## src/rtl/fsc_pkg.sv

```systemverilog
package fsc_pkg;
  localparam int unsigned WORD_W   = 32;
  localparam int unsigned COND_W   = 4;
  localparam int unsigned COND_LSB = 28;
  localparam int unsigned MODE_W   = 5;
  localparam int unsigned MODE_LSB = 22;
  localparam int unsigned EXC_N    = 6;
  localparam int unsigned DNRM_IDX = 5;
  localparam int unsigned INEX_IDX = 4;
  localparam int unsigned DNRM_POS = 7;
  localparam logic [EXC_N-1:0] IRQ_SRC = ~(EXC_N'(1) << INEX_IDX);

  typedef struct packed {
    logic       alt_half;
    logic       dflt_nan;
    logic       flush_zero;
    logic [1:0] rnd;
  } mode_t;

  // word bit position of exception flag i
  function automatic int unsigned exc_pos(int unsigned i);
    return (i == DNRM_IDX) ? DNRM_POS : i;
  endfunction

  function automatic logic [WORD_W-1:0] pack_word(logic [COND_W-1:0] cond,
                                                  mode_t mode,
                                                  logic [EXC_N-1:0] exc);
    logic [WORD_W-1:0] w;
    w = '0;
    w[COND_LSB +: COND_W] = cond;
    w[MODE_LSB +: MODE_W] = mode;
    for (int unsigned i = 0; i < EXC_N; i++) w[exc_pos(i)] = exc[i];
    return w;
  endfunction

  function automatic logic [EXC_N-1:0] exc_of_word(logic [WORD_W-1:0] w);
    logic [EXC_N-1:0] e;
    for (int unsigned i = 0; i < EXC_N; i++) e[i] = w[exc_pos(i)];
    return e;
  endfunction

  function automatic logic irq_of(logic [EXC_N-1:0] exc);
    return |(exc & IRQ_SRC);
  endfunction
endpackage

```

## src/rtl/fsc_cond_reg.sv

```systemverilog
module fsc_cond_reg #(
  parameter int unsigned W = 4
) (
  input  logic         clk,
  input  logic         rst_n,
  input  logic         sw_we,
  input  logic [W-1:0] sw_val,
  input  logic         cmp_valid,
  input  logic [W-1:0] cmp_val,
  output logic [W-1:0] q
);
  always_ff @(posedge clk or negedge rst_n) begin
    if (!rst_n)         q <= '0;
    else if (cmp_valid) q <= cmp_val;
    else if (sw_we)     q <= sw_val;
  end
endmodule

```

## src/rtl/fsc_mode_reg.sv

```systemverilog
module fsc_mode_reg
  import fsc_pkg::*;
(
  input  logic  clk,
  input  logic  rst_n,
  input  logic  dflt_we,
  input  mode_t dflt_val,
  input  logic  sw_we,
  input  mode_t sw_val,
  input  logic  load_dflt,
  output mode_t q,
  output mode_t dflt_q
);
  always_ff @(posedge clk or negedge rst_n) begin
    if (!rst_n) begin
      q      <= '0;
      dflt_q <= '0;
    end else begin
      if (dflt_we) dflt_q <= dflt_val;
      if (load_dflt)  q <= dflt_q;
      else if (sw_we) q <= sw_val;
    end
  end
endmodule

```

## src/rtl/fsc_exc_reg.sv

```systemverilog
module fsc_exc_reg #(
  parameter int unsigned N = 6
) (
  input  logic         clk,
  input  logic         rst_n,
  input  logic         sw_we,
  input  logic [N-1:0] sw_val,
  input  logic [N-1:0] set,
  output logic [N-1:0] q
);
  for (genvar i = 0; i < N; i++) begin : g_flag
    always_ff @(posedge clk or negedge rst_n) begin
      if (!rst_n)      q[i] <= 1'b0;
      else if (set[i]) q[i] <= 1'b1;
      else if (sw_we)  q[i] <= sw_val[i];
    end
  end
endmodule

```

## src/rtl/fpu_stat_ctrl.sv

```systemverilog
module fpu_stat_ctrl
  import fsc_pkg::*;
(
  input  logic              clk,
  input  logic              rst_n,
  input  logic              sw_we,
  input  logic [WORD_W-1:0] sw_wdata,
  output logic [WORD_W-1:0] sw_rdata,
  input  logic              dflt_we,
  input  logic [WORD_W-1:0] dflt_wdata,
  output logic [WORD_W-1:0] dflt_rdata,
  input  logic              load_dflt,
  input  logic              cmp_valid,
  input  logic [COND_W-1:0] cmp_nzcv,
  input  logic [EXC_N-1:0]  exc_set,
  output logic              irq
);
  logic [COND_W-1:0] cond_q;
  mode_t             mode_q;
  mode_t             dflt_q;
  logic [EXC_N-1:0]  exc_q;
  logic [EXC_N-1:0]  sw_exc;

  assign sw_exc = exc_of_word(sw_wdata);

  fsc_cond_reg #(.W(COND_W)) u_cond (
    .clk(clk), .rst_n(rst_n), .sw_we(sw_we),
    .sw_val(sw_wdata[COND_LSB +: COND_W]),
    .cmp_valid(cmp_valid), .cmp_val(cmp_nzcv), .q(cond_q)
  );

  fsc_mode_reg u_mode (
    .clk(clk), .rst_n(rst_n),
    .dflt_we(dflt_we), .dflt_val(mode_t'(dflt_wdata[MODE_LSB +: MODE_W])),
    .sw_we(sw_we), .sw_val(mode_t'(sw_wdata[MODE_LSB +: MODE_W])),
    .load_dflt(load_dflt), .q(mode_q), .dflt_q(dflt_q)
  );

  fsc_exc_reg #(.N(EXC_N)) u_exc (
    .clk(clk), .rst_n(rst_n), .sw_we(sw_we), .sw_val(sw_exc),
    .set(exc_set), .q(exc_q)
  );

  assign sw_rdata   = pack_word(cond_q, mode_q, exc_q);
  assign dflt_rdata = pack_word('0, dflt_q, '0);
  assign irq        = irq_of(exc_q);
endmodule

```

## config.mk

```make
export PLATFORM = sky130hd
export DESIGN_NAME = fpu_stat_ctrl
export DESIGN_NICKNAME = d
export VERILOG_FILES = /design/src/rtl/fsc_pkg.sv /design/src/rtl/fsc_cond_reg.sv /design/src/rtl/fsc_mode_reg.sv /design/src/rtl/fsc_exc_reg.sv /design/src/rtl/fpu_stat_ctrl.sv
export SDC_FILE = /design/constraint.sdc
export NUM_CORES = 1
export LEC_CHECK = 0
export CAP_MARGIN = 40
export CORE_UTILIZATION = 28
export CTS_CLUSTER_DIAMETER = 60
export DETAILED_ROUTE_END_ITERATION = 6
export PLACE_DENSITY = 0.81
export SYNTH_ARGS = -nofsm -noshare
export SYNTH_HDL_FRONTEND = slang
export SYNTH_SLANG_ARGS = --single-unit
```

## constraint.sdc

```tcl
create_clock -name clk -period 2.25 [get_ports clk]
set_clock_uncertainty 0.2 [all_clocks]
set_input_delay 0.45 -clock clk [delete_from_list [all_inputs] [get_ports clk]]
set_output_delay 0.45 -clock clk [all_outputs]
set_load 0.005 [all_outputs]
```

==> Yosys cells after proc, flatten, opt, wreduce, memory -nomap -nowiden <==
Index checks and enable logic that the tools add are counted.
{ "op_classes": {"n_mux": 16, "n_reduce_logical": 9} }
{ "ops": {"columns": ["op", "count"], "rows": [
  ["$reduce_bool 2->1", 8],
  ["$mux 1", 12],
  ["$mux 5", 2],
  ["$mux 4", 2],
  ["$reduce_or 5->1", 1]
]} }
{ "totals": {"regBits": 20, "out_inout_bits": 65, "elab_cells": 40} }

==> Depth between registers and ports, before layout <==
Gate-level depths: netlist (run 1).
{ "depth": {"depth_word": 2, "mapped_depth": 3} }

==> Modules after synthesis <==
A second synthesis (run 1) with hierarchy kept.
{ "hier_totals": {"cells_unflattened": 116, "area_unflattened_um2": 1214.9} }
{ "by_module_without_submodules": {"columns": ["module", "instances", "cells_each", "area_each_um2", "seq_area_each_um2"], "rows": [
  ["fsc_mode_reg", 1, 32, 416.6, 250.2],
  ["fpu_stat_ctrl", 1, 48, 346.6, 0.0],
  ["fsc_exc_reg", 1, 19, 265.3, 150.1],
  ["fsc_cond_reg", 1, 17, 186.4, 100.1]
]} }

==> Worst setup path before layout (run 1) <==
Ideal clock, no wire load.
{ "synth_timing": {"kind": "register to output", "startpoint": "register u_exc.q[1]", "endpoint": "output irq", "t_arrival_ns": 0.629, "t_required_ns": 1.600, "path_slack_ns": 0.971, "path_stages_with_launch": 3, "path_cell_list": "dfrtp_1 nor3_1 nand2_1"} }
{ "synth_between": {"elab_chain_len": 1} }
{ "synth_lines": {"columns": ["item", "line_no", "text"], "rows": [
  ["start, declared", "fsc_exc_reg.sv:9", "output logic [N-1:0] q"],
  ["start signal, assigned by index", "fsc_exc_reg.sv:15", "else if (sw_we) q[i] <= sw_val[i];"],
  ["$reduce_or 5->1", "fsc_pkg.sv:43", "return |(exc & IRQ_SRC);"],
  ["end, declared", "fpu_stat_ctrl.sv:16", "output logic irq"]
]} }
Every way passes these cells.

==> Worst setup path in the final report (run 1) <==
{ "layout_timing": {"startpoint": "register u_exc.q[0]", "endpoint": "output irq"} }
The elaborated chain is that of the path after synthesis.

==> impl_metrics.tcl, run 1 <==
set metrics [dict create \
    ys_ff_latch 20 \
    finalSetupTns_ns 0 \
    finalPower_uw 994.7 \
    synthAdderAreaFrac 0 \
    syn_to_final_growth_pct 44.77 \
    cp_max_fo 3 \
    critPathSlowestCell "clkdlybuf4s50_1" \
    grt_max_degree 22 \
    gp_congestion 0.6101 \
    globalRouteOverflowTotal 0 \
    via_count 841 \
    synth-xor-area-share 0 \
    finalHoldViolCount 0 \
    syn-cell-area_sq_um 1185 \
    max-vdd-ir-drop_v 0.0002719 \
    max_stage_delay_ns 0.43 \
    yosysSeqAreaShare 0.4224 \
    crit_start "u_exc.q[0]$_DFFE_PN0P_" \
    postCtsSetupBuffers 0 \
    status "complete, no violations" \
    synth_compound_area_frac 0.08237 \
    synthSimpleGateAreaFrac 0.07075 \
    drive_above_1_share 0.06358 \
    cts_tree "built" \
    yosysTopAreaCell "dfrtp_1" \
    cts-htree-levels 1 \
    cap_violations 0 \
    critPathArrivalTime_ns 1.33 \
    die-area_sq_um 4496 \
    cp_data_required_time_ns 1.60 \
    antenna_found_initial 0 \
    power.leakage_uw 0.0007823 \
    cts_buffers 3 \
    wl_um 2190 \
    min_delay_path_depth 2 \
    cts-resized-gates 0 \
    grt_pass1_wl_um 3249 \
    power.density_nw_per_um2 579.9 \
    clock-sinks 20 \
    setup.worst_path.start_class "register" \
    avgSynthCellArea_sq_um 10.30 \
    clock_path_buffers 2 \
    die_w_um 67.05 \
    endpoint "irq" \
    rsz0062_at_grt "no" \
    grtUsageTotal 0.1000 \
    drc_errors 0 \
    core-area_sq_um 4029 \
    viasPerCell 3.771 \
    path_class "register to primary output" \
    hold_class "register to register" \
    drtIter0Drc 13 \
    yosysTopAreaCellShare 0.4224 \
    stdcell_count 223 \
    ant_nets 0 \
    timing.rr.start "u_exc.q[5]$_DFFE_PN0P_" \
    antenna_cells 0 \
    rows 23 \
    dpl.cell_count 219 \
    cts_root_buffer "clkbuf_8" \
    synthCells 115 \
    initial_core_util 0.2941 \
    hpwl_um 1760 \
    reg2regPathDepth 2 \
    final_core_util 0.4258 \
    synth_area_leaders "dfrtp_1 (42%), buf_4 (29%), mux2i_1 (7.6%)" \
    fmax_ghz 0.5058 \
    synth_top_family_by_area "buffers and inverters" \
    layout.nets 254 \
    clk_pin_slew_ns 0.08 \
    first_pass_iters 5 \
    setup_viol 0 \
    io_buffer_count 56 \
    ioPinCount 145 \
    r2r_slack_ns 1.13 \
    layout_min_cycle_time_ns 1.977 \
    r2r_end "u_exc.q[5]$_DFFE_PN0P_" \
    grt_pass1_vias 746 \
    synthMuxAreaShare 0.1235 \
    slew_violations 0 \
    synth_warnings 0 \
    cp-end-kind "primary output" \
    dieHeight_um 67.05 \
    synth_cell_types 13 \
    wl_per_cell_um 9.821 \
    cts_hold_buf 0 \
    finalCritPeriodShare 0.8787 \
    clk_latency_ns 0.26 \
    crit_chain "nor3_1, nand2_1, clkdlybuf4s50_1" \
]
## cells in the final DEF, fill, tap and decap left out
cell type,count
nor2b_1,6
conb_1,44
nor3_1,1
dfrtp_1,20
bufinv_16,1
mux2i_1,9
nand2_1,10
o21ai_1,9
a211o_1,6
buf_12,1
nor2_1,1
buf_4,1
clkbuf_8,3
clkdlybuf4s50_1,56
mux2_2,5
## routing by layer
layer  wire length (um)  GRT usage
met3                137    0.01199
met5                  0          0
met1                870     0.1117
met2               1152     0.1800
met4                 29    0.05585
## critical path, delay by kind of cell, from the launching register on
family | cells | cell delay (ns)
buffers and inverters | 1 | 0.43
flip-flops | 1 | 0.40
AND/OR/NAND/NOR | 2 | 0.24
## cells in the mapped netlist, drive strengths merged
library cell  number
mux2i              9
nor2b              6
conb               1
a211o              6
dfrtp             20
nor3               1
nand2             10
buf               47
o21ai              9
nor2               1
mux2               5
## power by group
part	internal (uW)	switching (uW)
sequential	393	20.0
combinational	144	78.4
clock	237	123
total	774	221
## final cells by class
| type | instances | area, sq um |
|---|---|---|
| clock buffer | 3 | 41.29 |
| fill | 399 | 2313 |
| clock inverter | 1 | 30.03 |
| sequential | 20 | 500.5 |
| timing repair buffer | 58 | 588.1 |
| multi-input combinational | 91 | 493.0 |
| tap | 50 | 62.56 |
## per-stage QoR
stage / instance area [sq um] / hold WS (ns) / setup WS [ns]
after global routing: 1715 / 0.3376 / 0.2107
final: 1715 / 0.3176 / 0.2729
after floorplan: 1346 / -0.04559 / 0.9708
after global placement: 1644 / 0.2982 / 0.4636
after CTS: 1715 / 0.3251 / 0.2488
after detailed placement: 1644 / 0.3060 / 0.4394
## kinds of logic after synthesis
logic type	Yosys count
flip-flops	20
AND/OR/NAND/NOR	18
other	1
multiplexers	14
buffers and inverters	47
AO/OA/AOI/OAI	15
## worst min path at each step
stage                                      start                            to  slack (ns)
finish              u_mode.dflt_q[3]$_DFFE_PN0P_       u_mode.q[3]$_DFFE_PN0P_        0.32
detailed placement  u_mode.dflt_q[3]$_DFFE_PN0P_       u_mode.q[3]$_DFFE_PN0P_        0.31
global placement    u_mode.dflt_q[3]$_DFFE_PN0P_       u_mode.q[3]$_DFFE_PN0P_        0.30
CTS                 u_mode.dflt_q[3]$_DFFE_PN0P_       u_mode.q[3]$_DFFE_PN0P_        0.33
floorplan                                  rst_n       u_cond.q[0]$_DFFE_PN0P_       -0.05
global route                               rst_n  u_mode.dflt_q[3]$_DFFE_PN0P_        0.34
## flip-flops by register name (all words and copies together) (netlist names)
signal / cells
u_mode.q: 5
u_exc.q: 6
u_mode.dflt_q: 5
u_cond.q: 4
No activity file was read; power rests on OpenSTA's default activity.
==> inputs of run 2 (changes only) <==
--- a/config.mk
+++ b/config.mk
@@ -5,11 +5,12 @@
 export SDC_FILE = /design/constraint.sdc
 export NUM_CORES = 1
 export LEC_CHECK = 0
+export ABC_AREA = 1
 export CAP_MARGIN = 40
-export CORE_UTILIZATION = 28
+export CORE_UTILIZATION = 29
 export CTS_CLUSTER_DIAMETER = 60
 export DETAILED_ROUTE_END_ITERATION = 6
-export PLACE_DENSITY = 0.81
+export PLACE_DENSITY = 0.82
 export SYNTH_ARGS = -nofsm -noshare
 export SYNTH_HDL_FRONTEND = slang
 export SYNTH_SLANG_ARGS = --single-unit
==> run 2 against run 1 <==
Design area grew 2.9%. Maximum frequency grew 0.46%. Final cell count grew 22%. First-iteration DRC count grew 54%. Register-to-register slack gained 0.18 ns. Worst hold slack lost 0.026 ns. Setup slack gained 0.0091 ns. Synthesized area grew 4.4%. Utilization grew 0.93 points. Sequential share of layout area shrank 0.83 points.
==> impl_metrics.tcl, run 2 <==
set metrics [dict create \
    status "complete, no violations" \
    combPwrFrac 0.225 \
    setup_viol 0 \
    drc_errors 0 \
    cap_violations 0 \
    clock_path_buffers 2 \
    cp_num_buf_inv 1 \
    via_count 1003 \
    seqPwrFrac 0.418 \
    grt_max_degree 21 \
    drive_above_1_share 0.04955 \
    core-area_sq_um 4058 \
    finalHoldViolCount 0 \
    finalCritPeriodShare 0.8747 \
    cp_num_cells 3 \
    postCtsSetupBuffers 0 \
    dpl.cell_count 268 \
    layout_min_cycle_time_ns 1.968 \
    ioPinCount 145 \
    postPlaceCellArea_sq_um 1694 \
    rsz0062_at_grt "no" \
    crit_chain "nor2_1, nand4_1, clkdlybuf4s50_1" \
    cts_buffers 3 \
    viasPerCell 3.688 \
    power.leakage_uw 0.0009115 \
    hold_class "register to register" \
    gp_congestion 0.7655 \
    stdcell_count 272 \
    layout.nets 303 \
    netlist_top_cells_count "nand2_1 (65), buf_4 (45), dfrtp_1 (20)" \
    hpwl_um 2111 \
    fin_area_sq_um 1765 \
    ys_ff_latch 20 \
    power.density_nw_per_um2 560.9 \
    critPathSlowestCell "clkdlybuf4s50_1" \
    grt_pass1_wl_um 3850 \
    cts_hold_buf 0 \
    synth_edf_count 0 \
    final_common_cell "nand2_1" \
    synth-main-ff-cell "dfrtp_1" \
    post-synth-top-count-cell "nand2_1" \
    rows 23 \
    switchingPower_uw 229.7 \
    cts_root_buffer "clkbuf_8" \
    wl_um 2461 \
    drtIter0Drc 20 \
    avgSynthCellArea_sq_um 7.592 \
    finalPower_uw 990.2 \
    initial_core_util 0.3050 \
    grt_pass1_vias 873 \
    dieHeight_um 67.32 \
    globalRouteOverflowTotal 0 \
    first_pass_iters 4 \
    fmax_ghz 0.5081 \
    top_regs "u_exc.q x6, u_mode.dflt_q x5, u_mode.q x5" \
    clk_latency_ns 0.25 \
    yosysTopAreaCell "dfrtp_1" \
    syn_to_final_growth_pct 42.67 \
    setup.worst_path.start_class "register" \
    die-area_sq_um 4532 \
    antenna_found_initial 0 \
    cp_data_required_time_ns 1.60 \
    largest_register_ffs 6 \
    syn-cell-area_sq_um 1237 \
    synthCells 163 \
    reg2regPathDepth 4 \
    cp_max_fo 3 \
    switching_share 0.2320 \
    max-vdd-ir-drop_v 0.0002737 \
    synth_area_leaders "dfrtp_1 (40%), buf_4 (27%), nand2_1 (20%)" \
    clk_pin_slew_ns 0.07 \
    finalSetupTns_ns 0 \
    path_class "register to primary output" \
    antenna_cells 0 \
    top_register "u_exc.q" \
    min_delay_path_depth 2 \
    final_core_util 0.4351 \
    clock-sinks 20 \
    slew_violations 0 \
    ant_nets 0 \
    crit_family "buffers and inverters" \
    yosysTopAreaCellShare 0.4044 \
    cts_tree "built" \
    cts-resized-gates 0 \
    internal-power_uw 760.5 \
    critPathArrivalTime_ns 1.32 \
    synth_cell_types 13 \
    die_w_um 67.32 \
    wl_per_cell_um 9.048 \
    power_frac_clock 0.358 \
    grtUsageTotal 0.1155 \
    layout_common_cells "nand2_1 (65), clkdlybuf4s50_1 (56), conb_1 (44), dfrtp_1 (20), inv_1 (10)" \
    yosysSeqAreaShare 0.4044 \
    cp-end-kind "primary output" \
    cts-htree-levels 1 \
    max_stage_delay_ns 0.45 \
    io_buffer_count 56 \
    async_flop_share 1.000 \
    synth_warnings 0 \
]
-- run 2: cell count changes in the layout (fill, tap and decap cells not counted), sizes merged --
cell	previous run	this run
mux2	5	0
mux2i	9	0
nor3	1	0
a21oi	0	6
o21ai	9	8
inv	0	13
a211o	6	0
nor2	1	3
nand4	0	1
nand2	10	65
nor2b	6	0
-- run 2: power groups by stage --
stage	logic, uW	registers, uW	clock network, uW
6_report	223	413	354
5_1_grt	255	418	388
4_1_cts	226	414	367
3_5_place_dp	226	421	0
3_3_place_gp	222	419	0
2_1_floorplan	126	420	0
-- run 2: metal layers --
| layer | share of wire | wire length [um] | global-route usage | vias to the layer above |
|---|---|---|---|---|
| met5 | 0 | 0 | 0 | - |
| met4 | 0.014 | 34 | 0.06383 | 0 |
| met3 | 0.048 | 117 | 0.01520 | 2 |
| met2 | 0.54 | 1335 | 0.2088 | 50 |
| met1 | 0.40 | 974 | 0.1295 | 433 |
| li1 | - | - | - | 518 |
-- run 2: tightest hold or removal path, delay by kind of cell, from the launching register on --
kind,cells,cell delay (ns)
AND/OR/NAND/NOR,2,0.10
flip-flops,1,0.35
-- run 2: cell type report --
cell class / count / area, sq um
multi-input combinational: 127 / 506.7
tap: 50 / 62.56
clock inverter: 1 / 30.03
sequential: 20 / 500.5
fill: 424 / 2292
timing repair buffer: 58 / 575.6
inverter: 13 / 48.80
clock buffer: 3 / 41.29
-- run 2: through the flow --
stage	hold WS [ns]	setup WS, ns
final	0.2917	0.2820
after global routing	0.3176	0.1996
after CTS	0.2964	0.2599
after detailed placement	0.2770	0.3726
after global placement	0.2642	0.3707
after floorplan	-0.04559	1.032
-- run 2: kinds of logic (layout without fill, tap and decap cells) --
kind of cell | Yosys count | in the layout | synth area share
other | 1 | 44 | 0.003030
buffers and inverters | 59 | 75 | 0.3165
and+or+nand+nor | 69 | 69 | 0.2194
AOI/OAI and AO/OA | 14 | 14 | 0.05663
DFF | 20 | 20 | 0.4044
-- run 2: path summary, 6_finish.rpt --
path / end / slack (ns) / startpoint
hold / removal: u_cond.q[1]$_DFFE_PN0P_ / 0.29 / u_cond.q[1]$_DFFE_PN0P_
min in group asynchronous: u_mode.q[4]$_DFFE_PN0P_ / 0.32 / rst_n
setup / recovery: irq / 0.28 / u_exc.q[1]$_DFFE_PN0P_
setup reg to reg: u_mode.q[1]$_DFFE_PN0P_ / 1.31 / u_mode.dflt_q[1]$_DFFE_PN0P_
hold reg to reg: u_cond.q[1]$_DFFE_PN0P_ / 0.29 / u_cond.q[1]$_DFFE_PN0P_
max in group asynchronous: u_exc.q[3]$_DFFE_PN0P_ / 1.32 / rst_n
==> inputs of run 3 (changes only) <==
--- a/config.mk
+++ b/config.mk
@@ -10,6 +10,7 @@
 export CORE_UTILIZATION = 29
 export CTS_CLUSTER_DIAMETER = 60
 export DETAILED_ROUTE_END_ITERATION = 6
+export GPL_TIMING_DRIVEN = 0
 export PLACE_DENSITY = 0.82
 export SYNTH_ARGS = -nofsm -noshare
 export SYNTH_HDL_FRONTEND = slang
==> run 3 against run 2 <==
Final cell count grew 16%. Routed wire length increased by 7.9%. Flip-flop and latch count stayed put. Non-clock buffer count grew 44. Combinational power up 26%. Setup slack better by 0.030 ns. Critical path depth is the same. Maximum frequency increased by 1.5%. Register-to-register slack is essentially flat. Design area rose by 18%. Via count grew 12%. Sequential power is essentially flat.
==> impl_metrics.tcl, run 3 (same netlist as run 2, synthesis figures left out) <==
set metrics [dict create \
    status "complete, no violations" \
    clock-sinks 20 \
    drive_above_1_share 0.2105 \
    initial_core_util 0.3050 \
    fin_ws_ns 0.3118 \
    die-area_sq_um 4532 \
    power.leakage_uw 0.001146 \
    core-area_sq_um 4058 \
    syn_to_final_growth_pct 67.95 \
    layout.nets 347 \
    largest_register_ffs 6 \
    cts-htree-levels 1 \
    cp_max_fo 3 \
    die_w_um 67.32 \
    critPathArrivalTime_ns 1.29 \
    post-place-ws_ns 0.4431 \
    top_register "u_exc.q" \
    antenna_cells 0 \
    gp_congestion 0.7994 \
    grt_max_degree 12 \
    grt_pass1_wl_um 4160 \
    grt_pass1_vias 940 \
    rows 23 \
    ioPinCount 145 \
    power.density_nw_per_um2 463.5 \
    r2r_slack_ns 1.31 \
    dieHeight_um 67.32 \
    hpwl_um 2312 \
    cp-end-kind "primary output" \
    wl_per_cell_um 8.402 \
    setup.worst_path.start_class "register" \
    globalRouteOverflowTotal 0 \
    ant_nets 0 \
    cts_root_buffer "clkbuf_8" \
    max-vdd-ir-drop_v 0.0002620 \
    clock_path_buffers 2 \
    cap_violations 0 \
    final_common_cell "nand2_1" \
    via_count 1126 \
    grtUsageTotal 0.1213 \
    fmax_ghz 0.5159 \
    wl_um 2655 \
    clk_pin_slew_ns 0.07 \
    viasPerCell 3.563 \
    finalPower_uw 963.2 \
    cts_tree "built" \
    rsz0062_at_grt "no" \
    finalCritPeriodShare 0.8614 \
    finalHoldViolCount 0 \
    cts_buffers 3 \
    cts_hold_buf 0 \
    path_class "register to primary output" \
    hold_class "register to register" \
    io_buffer_count 55 \
    top_regs "u_exc.q x6, u_mode.dflt_q x5, u_mode.q x5" \
    layout_min_cycle_time_ns 1.938 \
    slew_violations 0 \
    finalSetupTns_ns 0 \
    first_pass_iters 4 \
    drc_errors 0 \
    layout_common_cells "nand2_1 (65), clkdlybuf4s50_1 (55), buf_4 (45), conb_1 (44), dfrtp_1 (20)" \
    setup_viol 0 \
    antenna_found_initial 0 \
    postCtsSetupBuffers 0 \
    cp_data_required_time_ns 1.60 \
    drtIter0Drc 21 \
    cts-resized-gates 0 \
    clk_latency_ns 0.25 \
]
## run 3: area by class of cell
cell class	instances	area, sq um
buffer	46	342.8
fill	412	1979
sequential	20	500.5
multi-input combinational	127	506.7
clock buffer	4	55.05
timing repair buffer	56	561.8
inverter	13	48.80
tap	50	62.56
## run 3: worst max-delay path: stages, from the launching register on
cell and delay, ns:
dfrtp_1 0.40, nor2_1 0.11, nand4_1 0.08, clkdlybuf4s50_1 0.45
## run 3: metrics by stage
stage | instances | hold slack, ns | utilization | instance area [sq um]
floorplan | 206 | -0.04559 | - | 1399
global route | 316 | 0.3114 | 0.5122 | 2078
finish | 316 | 0.2862 | 0.5122 | 2078
detailed placement | 312 | 0.2713 | 0.4986 | 2023
global placement | 311 | 0.2639 | 0.4958 | 2012
CTS | 316 | 0.2901 | 0.5122 | 2078
## run 3: worst paths after layout
| path | startpoint | end | cells past startpoint |
|---|---|---|---|
| max in group asynchronous | rst_n | u_cond.q[2]$_DFFE_PN0P_ | 2 |
| worst max register to register | u_mode.dflt_q[0]$_DFFE_PN0P_ | u_mode.q[0]$_DFFE_PN0P_ | 4 |
| worst min register to register | u_mode.q[1]$_DFFE_PN0P_ | u_mode.q[1]$_DFFE_PN0P_ | 2 |
| worst max-delay path | u_exc.q[1]$_DFFE_PN0P_ | irq | 3 |
| min in group asynchronous | rst_n | u_mode.q[2]$_DFFE_PN0P_ | 1 |
| worst min-delay path | u_mode.q[1]$_DFFE_PN0P_ | u_mode.q[1]$_DFFE_PN0P_ | 2 |
## run 3: report_power, final
part           switching (uW)  internal, uW  total (uW)
sequential               20.3           392         412
clock                     115           155         270
combinational             102           179         281
## run 3: per-layer routing
metal  wire, um  up-vias  track usage
met5          0        -            0
met3        160        2      0.01689
met1       1018      468       0.1319
li1           -      610            -
met2       1443       46       0.2363
met4         33        0      0.03989
